$ cat src/rtl/sup_pkg.sv
// Shared definitions for the bus cycle supervisor: region kinds and the
// bit positions of the external control latch (order fixed by the board).
package sup_pkg;
    typedef enum logic [1:0] {
        RGN_RAM  = 2'd0,
        RGN_ROM  = 2'd1,
        RGN_VIRT = 2'd2
    } region_e;

    localparam int LATCH_W = 8;
    localparam int LB_OE   = 0;
    localparam int LB_WE   = 1;
    localparam int LB_A16  = 2;
    localparam int LB_NMI  = 3;
    localparam int LB_IRQ  = 4;
    localparam int LB_RDY  = 5;
    localparam int LB_RES  = 6;
    localparam int LB_SO   = 7;

    // Reset value: CPU held in reset, RAM strobes and other lines off.
    localparam logic [LATCH_W-1:0] LATCH_RST = 8'b0100_0000;
endpackage

$ cat src/rtl/sup_phase_gen.sv
// CPU clock phase generator.
// Divides the system clock into a high half and a low half of HALF_TICKS
// ticks each and exposes the tick count within the current half.
// Assumes HALF_TICKS >= 4. A stop request holds the count one tick before
// the end of the high half, so the clock can only stop while high.
module sup_phase_gen #(
    parameter int HALF_TICKS = 62,
    localparam int CW = $clog2(HALF_TICKS)
) (
    input  logic          clk,
    input  logic          rst_n,
    input  logic          run,
    output logic          phase_hi,
    output logic [CW-1:0] cnt
);
    localparam logic [CW-1:0] LAST = CW'(HALF_TICKS - 1);
    localparam logic [CW-1:0] HOLD = CW'(HALF_TICKS - 2);

    // Advance the count, swap halves at the end, hold in the high half on stop.
    always_ff @(posedge clk) begin
        if (!rst_n) begin
            phase_hi <= 1'b1;
            cnt      <= '0;
        end else if (cnt == LAST) begin
            phase_hi <= ~phase_hi;
            cnt      <= '0;
        end else if (phase_hi && cnt == HOLD && !run) begin
            cnt      <= cnt;
        end else begin
            cnt      <= cnt + 1'b1;
        end
    end
endmodule

$ cat src/rtl/sup_region_decode.sv
// Address region classifier.
// Purely combinational: compares an address against two inclusive windows.
// The virtual window wins over the ROM window; everything else is RAM.
module sup_region_decode
    import sup_pkg::*;
#(
    parameter int AW = 16
) (
    input  logic [AW-1:0] addr,
    input  logic [AW-1:0] rom_lo,
    input  logic [AW-1:0] rom_hi,
    input  logic [AW-1:0] virt_lo,
    input  logic [AW-1:0] virt_hi,
    output region_e       region
);
    logic in_rom;
    logic in_virt;

    // Window membership tests.
    always_comb begin
        in_rom  = (addr >= rom_lo)  && (addr <= rom_hi);
        in_virt = (addr >= virt_lo) && (addr <= virt_hi);
    end

    // Priority selection of the region kind.
    always_comb begin
        if (in_virt)      region = RGN_VIRT;
        else if (in_rom)  region = RGN_ROM;
        else              region = RGN_RAM;
    end
endmodule

$ cat src/rtl/sup_ctl_latch.sv
// Strobed control latch, modelled as a clocked register per bit.
// Each bit loads its input while the strobe is high and holds otherwise.
// Assumes the strobe is driven from registered logic in the same domain.
module sup_ctl_latch #(
    parameter int                W       = 8,
    parameter logic [W-1:0]      RST_VAL = '0
) (
    input  logic         clk,
    input  logic         rst_n,
    input  logic         le,
    input  logic [W-1:0] d,
    output logic [W-1:0] q
);
    for (genvar b = 0; b < W; b++) begin : g_bit
        // Load bit b on strobe, otherwise keep its value.
        always_ff @(posedge clk) begin
            if (!rst_n)  q[b] <= RST_VAL[b];
            else if (le) q[b] <= d[b];
        end
    end
endmodule

$ cat src/rtl/bus_cycle_supervisor.sv
// Per-cycle supervisor for a 6502-style CPU bus.
// Generates the CPU clock, samples address/R/W/SYNC in the low half through
// the address buffers, classifies the address, and serves the high half from
// RAM, write-protected RAM (ROM) or the virtual peripheral side. All RAM and
// CPU control lines pass through a strobed latch loaded at the end of each
// half, never while the address buffers are enabled.
// Assumes HALF_TICKS >= 4 and R/W high for reads.
module bus_cycle_supervisor
    import sup_pkg::*;
#(
    parameter int HALF_TICKS = 62,
    parameter int AW         = 16,
    parameter int DW         = 8
) (
    input  logic          clk,
    input  logic          rst_n,
    input  logic          run,
    input  logic [AW-1:0] bus_in,
    input  logic          cpu_rw,
    input  logic          cpu_sync,
    input  logic [AW-1:0] rom_lo,
    input  logic [AW-1:0] rom_hi,
    input  logic [AW-1:0] virt_lo,
    input  logic [AW-1:0] virt_hi,
    input  logic          bank_sel,
    input  logic          req_nmi,
    input  logic          req_irq,
    input  logic          req_rdy,
    input  logic          req_res,
    input  logic          req_so,
    input  logic [DW-1:0] virt_rdata,
    output logic          cpu_clk,
    output logic          addr_en,
    output logic          ctl_le,
    output logic          ram_oe,
    output logic          ram_we,
    output logic          ram_a16,
    output logic          cpu_nmi,
    output logic          cpu_irq,
    output logic          cpu_rdy,
    output logic          cpu_res,
    output logic          cpu_so,
    output logic [DW-1:0] data_out,
    output logic          data_oe,
    output logic [AW-1:0] virt_addr,
    output logic          virt_wr,
    output logic [DW-1:0] virt_wdata,
    output logic          cyc_fetch
);
    localparam int CW  = $clog2(HALF_TICKS);
    localparam int SMP = HALF_TICKS / 2 - 1;
    localparam logic [CW-1:0] C_LAST = CW'(HALF_TICKS - 1);
    localparam logic [CW-1:0] C_SMP  = CW'(SMP);
    localparam logic [CW-1:0] C_DEC  = CW'(SMP + 1);

    logic                phase_hi;
    logic [CW-1:0]       cnt;
    logic                low_end;
    logic                high_end;
    logic [AW-1:0]       addr_q;
    logic                rw_q;
    logic                sync_q;
    region_e             rgn_now;
    region_e             rgn_q;
    logic [LATCH_W-1:0]  latch_d;
    logic [LATCH_W-1:0]  latch_q;

    sup_phase_gen #(.HALF_TICKS(HALF_TICKS)) i_phase (
        .clk      (clk),
        .rst_n    (rst_n),
        .run      (run),
        .phase_hi (phase_hi),
        .cnt      (cnt)
    );

    // Half-cycle boundary markers and bus-buffer / strobe timing.
    always_comb begin
        low_end  = !phase_hi && (cnt == C_LAST);
        high_end =  phase_hi && (cnt == C_LAST);
        addr_en  = !phase_hi && (cnt != '0) && (cnt <= C_SMP);
        ctl_le   = low_end || high_end;
    end

    // Capture address, direction and fetch flag on the last enabled tick.
    always_ff @(posedge clk) begin
        if (!rst_n) begin
            addr_q <= '0;
            rw_q   <= 1'b1;
            sync_q <= 1'b0;
        end else if (!phase_hi && cnt == C_SMP) begin
            addr_q <= bus_in;
            rw_q   <= cpu_rw;
            sync_q <= cpu_sync;
        end
    end

    sup_region_decode #(.AW(AW)) i_decode (
        .addr    (addr_q),
        .rom_lo  (rom_lo),
        .rom_hi  (rom_hi),
        .virt_lo (virt_lo),
        .virt_hi (virt_hi),
        .region  (rgn_now)
    );

    // Register the region one tick after sampling, still inside the low half.
    always_ff @(posedge clk) begin
        if (!rst_n)                             rgn_q <= RGN_RAM;
        else if (!phase_hi && cnt == C_DEC)     rgn_q <= rgn_now;
    end

    // Next latch contents: strobes for the coming high half, off at its end.
    always_comb begin
        latch_d          = '0;
        latch_d[LB_OE]   = low_end && (rgn_q != RGN_VIRT) && rw_q;
        latch_d[LB_WE]   = low_end && (rgn_q == RGN_RAM) && !rw_q;
        latch_d[LB_A16]  = bank_sel;
        latch_d[LB_NMI]  = req_nmi;
        latch_d[LB_IRQ]  = req_irq;
        latch_d[LB_RDY]  = req_rdy;
        latch_d[LB_RES]  = req_res;
        latch_d[LB_SO]   = req_so;
    end

    sup_ctl_latch #(.W(LATCH_W), .RST_VAL(LATCH_RST)) i_latch (
        .clk   (clk),
        .rst_n (rst_n),
        .le    (ctl_le),
        .d     (latch_d),
        .q     (latch_q)
    );

    // Fan the latch bits out to the named lines.
    always_comb begin
        ram_oe  = latch_q[LB_OE];
        ram_we  = latch_q[LB_WE];
        ram_a16 = latch_q[LB_A16];
        cpu_nmi = latch_q[LB_NMI];
        cpu_irq = latch_q[LB_IRQ];
        cpu_rdy = latch_q[LB_RDY];
        cpu_res = latch_q[LB_RES];
        cpu_so  = latch_q[LB_SO];
    end

    // Virtual read path: drive the data byte only in a virtual read's high half.
    always_comb begin
        cpu_clk   = phase_hi;
        data_oe   = phase_hi && (rgn_q == RGN_VIRT) && rw_q;
        data_out  = virt_rdata;
        virt_addr = addr_q;
        cyc_fetch = sync_q;
    end

    // Virtual write path: capture the byte at the end of the high half.
    always_ff @(posedge clk) begin
        if (!rst_n) begin
            virt_wr    <= 1'b0;
            virt_wdata <= '0;
        end else begin
            virt_wr <= high_end && (rgn_q == RGN_VIRT) && !rw_q;
            if (high_end) virt_wdata <= bus_in[DW-1:0];
        end
    end
endmodule

$ cat config.mk
export PLATFORM = sky130hd
export DESIGN_NAME = bus_cycle_supervisor
export DESIGN_NICKNAME = d
export VERILOG_FILES = /design/src/rtl/sup_pkg.sv /design/src/rtl/sup_phase_gen.sv /design/src/rtl/sup_region_decode.sv /design/src/rtl/sup_ctl_latch.sv /design/src/rtl/bus_cycle_supervisor.sv
export SDC_FILE = /design/constraint.sdc
export NUM_CORES = 1
export LEC_CHECK = 0
export ABC_AREA = 1
export BUFFER_PORTS_ARGS = -buffer_cell sky130_fd_sc_hd__buf_2
export CORE_MARGIN = 4
export CORE_UTILIZATION = 45
export CTS_CLUSTER_SIZE = 14
export DETAILED_ROUTE_END_ITERATION = 7
export PLACE_DENSITY = 0.74
export SYNTH_ARGS = -nofsm -noshare
export SYNTH_HDL_FRONTEND = slang
export SYNTH_HIERARCHICAL = 1
export SYNTH_SLANG_ARGS = --single-unit
export TNS_END_PERCENT = 10
$ cat constraint.sdc
create_clock -name clk -period 4 [get_ports clk]
set_clock_uncertainty 0.2 [all_clocks]
set_input_delay 0.2 -clock clk [delete_from_list [all_inputs] [get_ports clk]]
set_output_delay 0.2 -clock clk [all_outputs]
set_load 0.01 [all_outputs]
* After elaboration in Yosys (flattened, before gate mapping) *
Index checks and enable logic that the tools add are counted.

word-level totals
  latch bits = 0
  bits in writable memories = 0
  bits in read-only memories = 0
  logic and storage cells = 57
  input bits = 99
  memories kept = 0
  register bits after elaboration = 44

operators by class
  div/mod/pow operators = 0
  equal/unequal tests = 6
  shift-type cells = 0
  bitwise logic cells = 2
  reduce and logical (&&, ||, !) cells = 25
  add/subtract/negate cells = 1
  multiplexer cells = 2
  $lt $le $gt $ge = 5
  $mul = 0

operator list
  operator             count
  $ge 16x16->1         2
  $le 16x16->1         2
  $logic_and 1x1->1    18
  $eq 6x5->1 const B   2
  $eq 6x6->1 const B   2
  $add 6x1->6 const B  1
  $le 6x5->1 const B   1
  $reduce_bool 6->1    1
  $logic_not 1->1      3
  $eq 2x2->1 const B   1
  $logic_not 2->1      1
  $mux 2               1
  $ne 2x2->1 const B   1
  $not 1->1            2
  $reduce_or 2->1      1
  $logic_or 1x1->1     1
  $mux 1               1

* Depth between registers and ports, before layout *
  depth in word-level cells = 4
  mapped depth = 19

* Cells and area by module *
The synthesis kept the hierarchy.

modules (own cells, without submodules)
  module                area an instance (um^2)  cells an instance  instances
  sup_region_decode     1719.1                   274                1
  bus_cycle_supervisor  1667.8                   266                1
  sup_phase_gen         417.9                    67                 1
  sup_ctl_latch         340.3                    50                 1

* Worst setup path after synthesis *
OpenSTA, ideal clock, no wires.

  path type = register to register
  from = reg addr_q[0] (netlist: virt_addr[0])
  to = reg rgn_q[1]
  library setup time = 0.110 ns
  period minus slack after synthesis = 1.848 ns
  setup slack = 2.152 ns
  cell stages (with the launch flop) = 18
  buffers on the path = 1
  data arrival time = 1.538 ns
  cell sequence = dfxtp_1 > inv_1 > ha_1 > nand2_1 > nand3_1 > nand2_1 > nand2_1 > nand2_1 > nand2_1 > nand2_1 > nand2_1 > nand2_1 > inv_2 > buf_4 > inv_1 > nand4_1 > nand2_1 > nor2_1

on the way
  word-level cells in the longest chain between the ends = 3
  elaborated cells between the ends (all ways) = 4
  classes of those cells = order compare (2); mux (1); reduce/logical (1)

ends and longest elaborated chain
  element                                              line                         RTL
  start: declaration                                   bus_cycle_supervisor.sv:60   logic [AW-1:0] addr_q;
  start signal: assignment                             bus_cycle_supervisor.sv:91   addr_q <= bus_in;
  $ge 16x16->1 / $le 16x16->1 (equally long branches)  sup_region_decode.sv:22      in_virt = (addr >= virt_lo) && (addr <= virt_hi);
  $logic_and 1x1->1 *                                  sup_region_decode.sv:22
  via i_decode.in_virt                                 sup_region_decode.sv:17      logic in_virt;
  $mux 2 *                                             sup_region_decode.sv:27      if (in_virt) region = RGN_VIRT;
  via rgn_now[1]                                       bus_cycle_supervisor.sv:63   region_e rgn_now;
  end signal: assignment                               bus_cycle_supervisor.sv:109  else if (!phase_hi && cnt == C_DEC) rgn_q <= rgn_now;
  end: declaration                                     bus_cycle_supervisor.sv:64   region_e rgn_q;

The timed path passes the listed nets; every way through them passes the cells marked *.
A chain may end at the register's enable or synchronous reset.

* Worst setup path in the final report *
  from = reg i_phase.cnt[2]
  to = out ctl_le

on the way
  word-level cells in the longest chain between the ends = 3
  elaborated cells between the ends (all ways) = 4
  classes of those cells = eq/ne (1); reduce/logical (3)

ends and longest elaborated chain
  element                               line                                                    RTL
  start: declaration                    sup_phase_gen.sv:14                                     output logic [CW-1:0] cnt
  start signal: assignment              sup_phase_gen.sv:28                                     cnt <= cnt;
  start signal: assignment              sup_phase_gen.sv:30                                     cnt <= cnt + 1'b1;
  $eq 6x6->1 *                          bus_cycle_supervisor.sv:78, bus_cycle_supervisor.sv:79
  $logic_and 1x1->1 (on tied branches)  bus_cycle_supervisor.sv:78, bus_cycle_supervisor.sv:79
  $logic_or 1x1->1 *                    bus_cycle_supervisor.sv:81                              ctl_le = low_end || high_end;
  end: declaration                      bus_cycle_supervisor.sv:34                              output logic ctl_le,

Every way passes the cells marked *; elsewhere a longest branch is shown, timed or not.

==> qor.log <==
[run_status] outcome finished clean
[finish] Post-layout nets 942
[clock_tree] count of buffers added by post-CTS timing repair for setup 0
[worst_setup_path] internal reg-to-reg setup slack 1.93 ns
[power_and_ir_drop] Leak 3.037 nW
[hold_path] type of the worst min-delay path in2reg
[worst_setup_path] startpoint of the lowest-slack register-to-register path virt_addr[7]
[sta] number of max-slew violations in the final report 0
[sta] Least-Margin Pin Slew 0.9860 ns
[worst_setup_path] nature of the critical path startpoint register
[detailed_routing] sum of routed wire length over all layers 10080 um
[synth] most instantiated library cell after synthesis inv_1
[worst_setup_path] number of cells on the worst reg-to-reg path 15
[global_route] vias in the first global route 4077
[worst_setup_path] CP Buf/Inv Count 1
[worst_setup_path] Critical Path, Cell by Cell nand2_2, nor3_2, buf_2
[worst_setup_path] endpoint required time on the critical path 3.60 ns
[global_route] initial antenna violation count 0
[detailed_routing] post-route antenna net violation count 0
[floorplan] Std-Cell Core Area 8848 um2
[floorplan] top-level port count 145
[power_and_ir_drop] sum of internal, switching and leakage power 890.3 uW
[synth] instance count of the mapped netlist 657
[power_and_ir_drop] Power Dens Cells 180.8 nW/um2
[synth] Syn Nets 823
[global_route] first-pass GRT wire length 17580 um
[synth] synthesized cell area 4145 um2
[clock_tree] Clock Latency Late Sink 0.30 ns
[synth] most frequent cells after synthesis inv_1 (170), nand2_1 (152), nor2_1 (73)
[worst_setup_path] master of the slowest instance on the critical path nor3_2
[clock_tree] clock tree from TritonCTS built
[clock_tree] Max Buffers Root-to-Sink 2
[sta] top achievable clock speed 411.4 MHz
[synth] Seq cells post-synth 44
[floorplan] die area 10810 um2
[finish] filler cell count 910
[global_route] all-layer global routing usage 18.88%
[synth] number of warnings reported in the yosys synthesis log 6
[worst_setup_path] critical path capture point type primary output
[sta] share of the clock period used by the worst path 60.77%
[finish] antenna cells 0
[sta] fin crit period 2.431 ns
[clock_tree] number of buffers created by CTS 5
[sta] final setup violation count 0
[global_route] met3 global-route usage 4.283%
[detailed_routing] Vias/cell 4.687
[floorplan] row count 34
[global_route] GR met1 Demand/Resource 23.04%
[worst_setup_path] Worst Path Class, Setup reg2out
[synth] number of flops mapped to enable cells by yosys 0
[sta] unrepaired setup endpoints after global routing false
[clock_tree] Sink Count 44
[floorplan] Chip Width 104.0 um
[power_and_ir_drop] maximum ir drop on the vdd rail 0.1371 mV
[sta] sum of negative setup slack 0 ns
[floorplan] y dimension of the die 104.0 um
[synth] top cells by area, synth dfxtp_1 (21%), ha_1 (20%), inv_1 (15%)
[place] half-perimeter wire length after placement 8381 um
[finish] proportion of layout cells with a drive suffix above 1 20.46%
[detailed_routing] drt first pass iters 5
[flow_run] max-capacitance violation count 0
[place] Port Buf Inserts 128
[global_route] total congestion overflow after global routing 0
[hold_path] hold path startpoint bus_in[13]
[worst_setup_path] arrival time of data at the critical path endpoint 2.03 ns
[clock_tree] Root Buffer Master clkbuf_8
[hold_path] endpoint with the worst hold slack virt_addr[13]
[detailed_routing] vias after detailed routing 4148
[place] global placement routability congestion 0.8582
[finish] Area growth, synth to finish 18.80%
[synth] fraction of registers with async set/reset 0%
[clock_tree] clock transition time at the flip-flop clock pins of the worst setup and hold paths 0.09 ns
[worst_setup_path] CP max FO 17
[global_route] Most Crowded Layer GR met2
[global_route] met2 Resource Use GR 33.94%
[floorplan] initial cell density of the core 46.85%
[clock_tree] number of H-tree branching levels 2
[synth] portion of the post-synthesis area used by sequential elements 21.25%
[synth] cell taking the most area after synthesis dfxtp_1
[synth] syn avg cell area 6.309 um2
[place] placed insts 870
[sta] relative slew slack 33.91%
[synth] area share of the largest cell type after synthesis 21.25%
[detailed_routing] Wirelength per Cell 11.39 um
[sta] final-report hold violation count 0
[global_route] largest net degree at the start of global routing 39
[worst_setup_path] longest individual stage delay on the worst path 0.83 ns
[finish] post-route non-filler standard cell count 885
[sta] worst hold slack after final layout 0.03434 ns
[synth] post-synth cell types 29
[worst_setup_path] CP delay by family, top simple AND/OR/NAND/NOR gates
[synth] leading register cell type out of synthesis dfxtp_1
[worst_setup_path] Reg-to-Reg End rgn_q[0]
[detailed_routing] First DRT Iteration DRCs 266
[detailed_routing] remaining design rule violation count 0
[hold_path] hold depth 5
## registers in the layout (all words and copies together) (netlist names)
name,cells
cyc_fetch,1
i_latch/q,8
i_phase/cnt,6
i_phase/phase_hi,1
rgn_q,2
rw_q,1
virt_addr,16
virt_wdata,8
virt_wr,1
## what timing repair did
| item | 4_1_cts | 5_1_grt |
|---|---|---|
| resized for setup | 0 | 0 |
| hold buffers | 7 | 0 |
| hold endpoints to repair | 7 | 0 |
## cells by family (layout without fill, tap and decap cells)
family	Yosys count	count (layout)	share of synthesized area, %
and+or+nand+nor	298	298	31.93
buffers and inverters	201	321	20.07
adders and majority gates	67	67	20.22
AOI/OAI and AO/OA	46	46	6.308
DFF	44	44	21.25
xor gates and xnor gates	1	1	0.2113
## per-stage QoR
stage                     util [%]  worst slack [ns]  cell area (um2)
after global routing         55.66             1.380             4925
after CTS                    55.66             1.516             4925
final                        55.66             1.569             4925
after detailed placement     53.82             1.874             4762
after floorplan                  -             2.152             4145
after global placement       53.82             1.952             4762
## power breakdown
| part | internal, mW | switching [mW] |
|---|---|---|
| Sequential | 0.440 | 0.00705 |
| Combinational | 0.0719 | 0.0825 |
| Clock | 0.138 | 0.151 |
| Total | 0.650 | 0.240 |
## worst max-delay path by stage
stage / startpoint / to / slack, ns / cells past startpoint
after CTS: i_phase/cnt[2] / ctl_le / 1.52 / 3
after floorplan: virt_addr[0] / rgn_q[1] / 2.15 / 17
after global routing: i_phase/cnt[2] / ctl_le / 1.38 / 3
final: i_phase/cnt[2] / ctl_le / 1.57 / 3
after detailed placement: i_phase/cnt[2] / ctl_le / 1.87 / 3
after global placement: i_phase/cnt[2] / ctl_le / 1.95 / 3
## cells in the final DEF, fill, tap and decap left out, drive strengths merged
master	count
nand3	18
clkinv	4
o21a	3
clkbuf	6
buf	128
inv	176
o21ai	6
a21o	2
a21oi	32
nor2	81
xnor2	1
nand2	156
o21bai	3
nor3	4
nand4	37
dfxtp	44
dlygate4sd3	7
or2	1
nor4	1
ha	67
## routing by layer
metal / up-vias / wire [um]
met5: - / 0
met4: 0 / 95
met3: 9 / 644
met2: 112 / 4773
met1: 1798 / 4564
li1: 2229 / -
## layout make-up
type	instances	area (um2)	share of cell area [%]
multi-input cells	412	2437	49.49
inverters	178	668.1	13.57
clock buffers	6	82.58	1.677
clock inverters	2	10.01	0.2033
repair buffers	135	710.7	14.43
well taps	108	135.1	2.744
flip-flops and latches	44	880.8	17.89
## worst reg2reg max path: stages (launching register included)
cell	delay [ns]
dfxtp_1	0.49
ha_1	0.31
nand2_1	0.07
inv_1	0.04
nor2_1	0.11
o21a_1	0.13
nand2_1	0.07
nand2_1	0.06
nand2_1	0.04
nand2_1	0.09
inv_2	0.05
nor2_2	0.07
inv_1	0.04
nand4_1	0.07
nand2_1	0.05
nor2_1	0.12
Power figures use the tool's default switching activity.
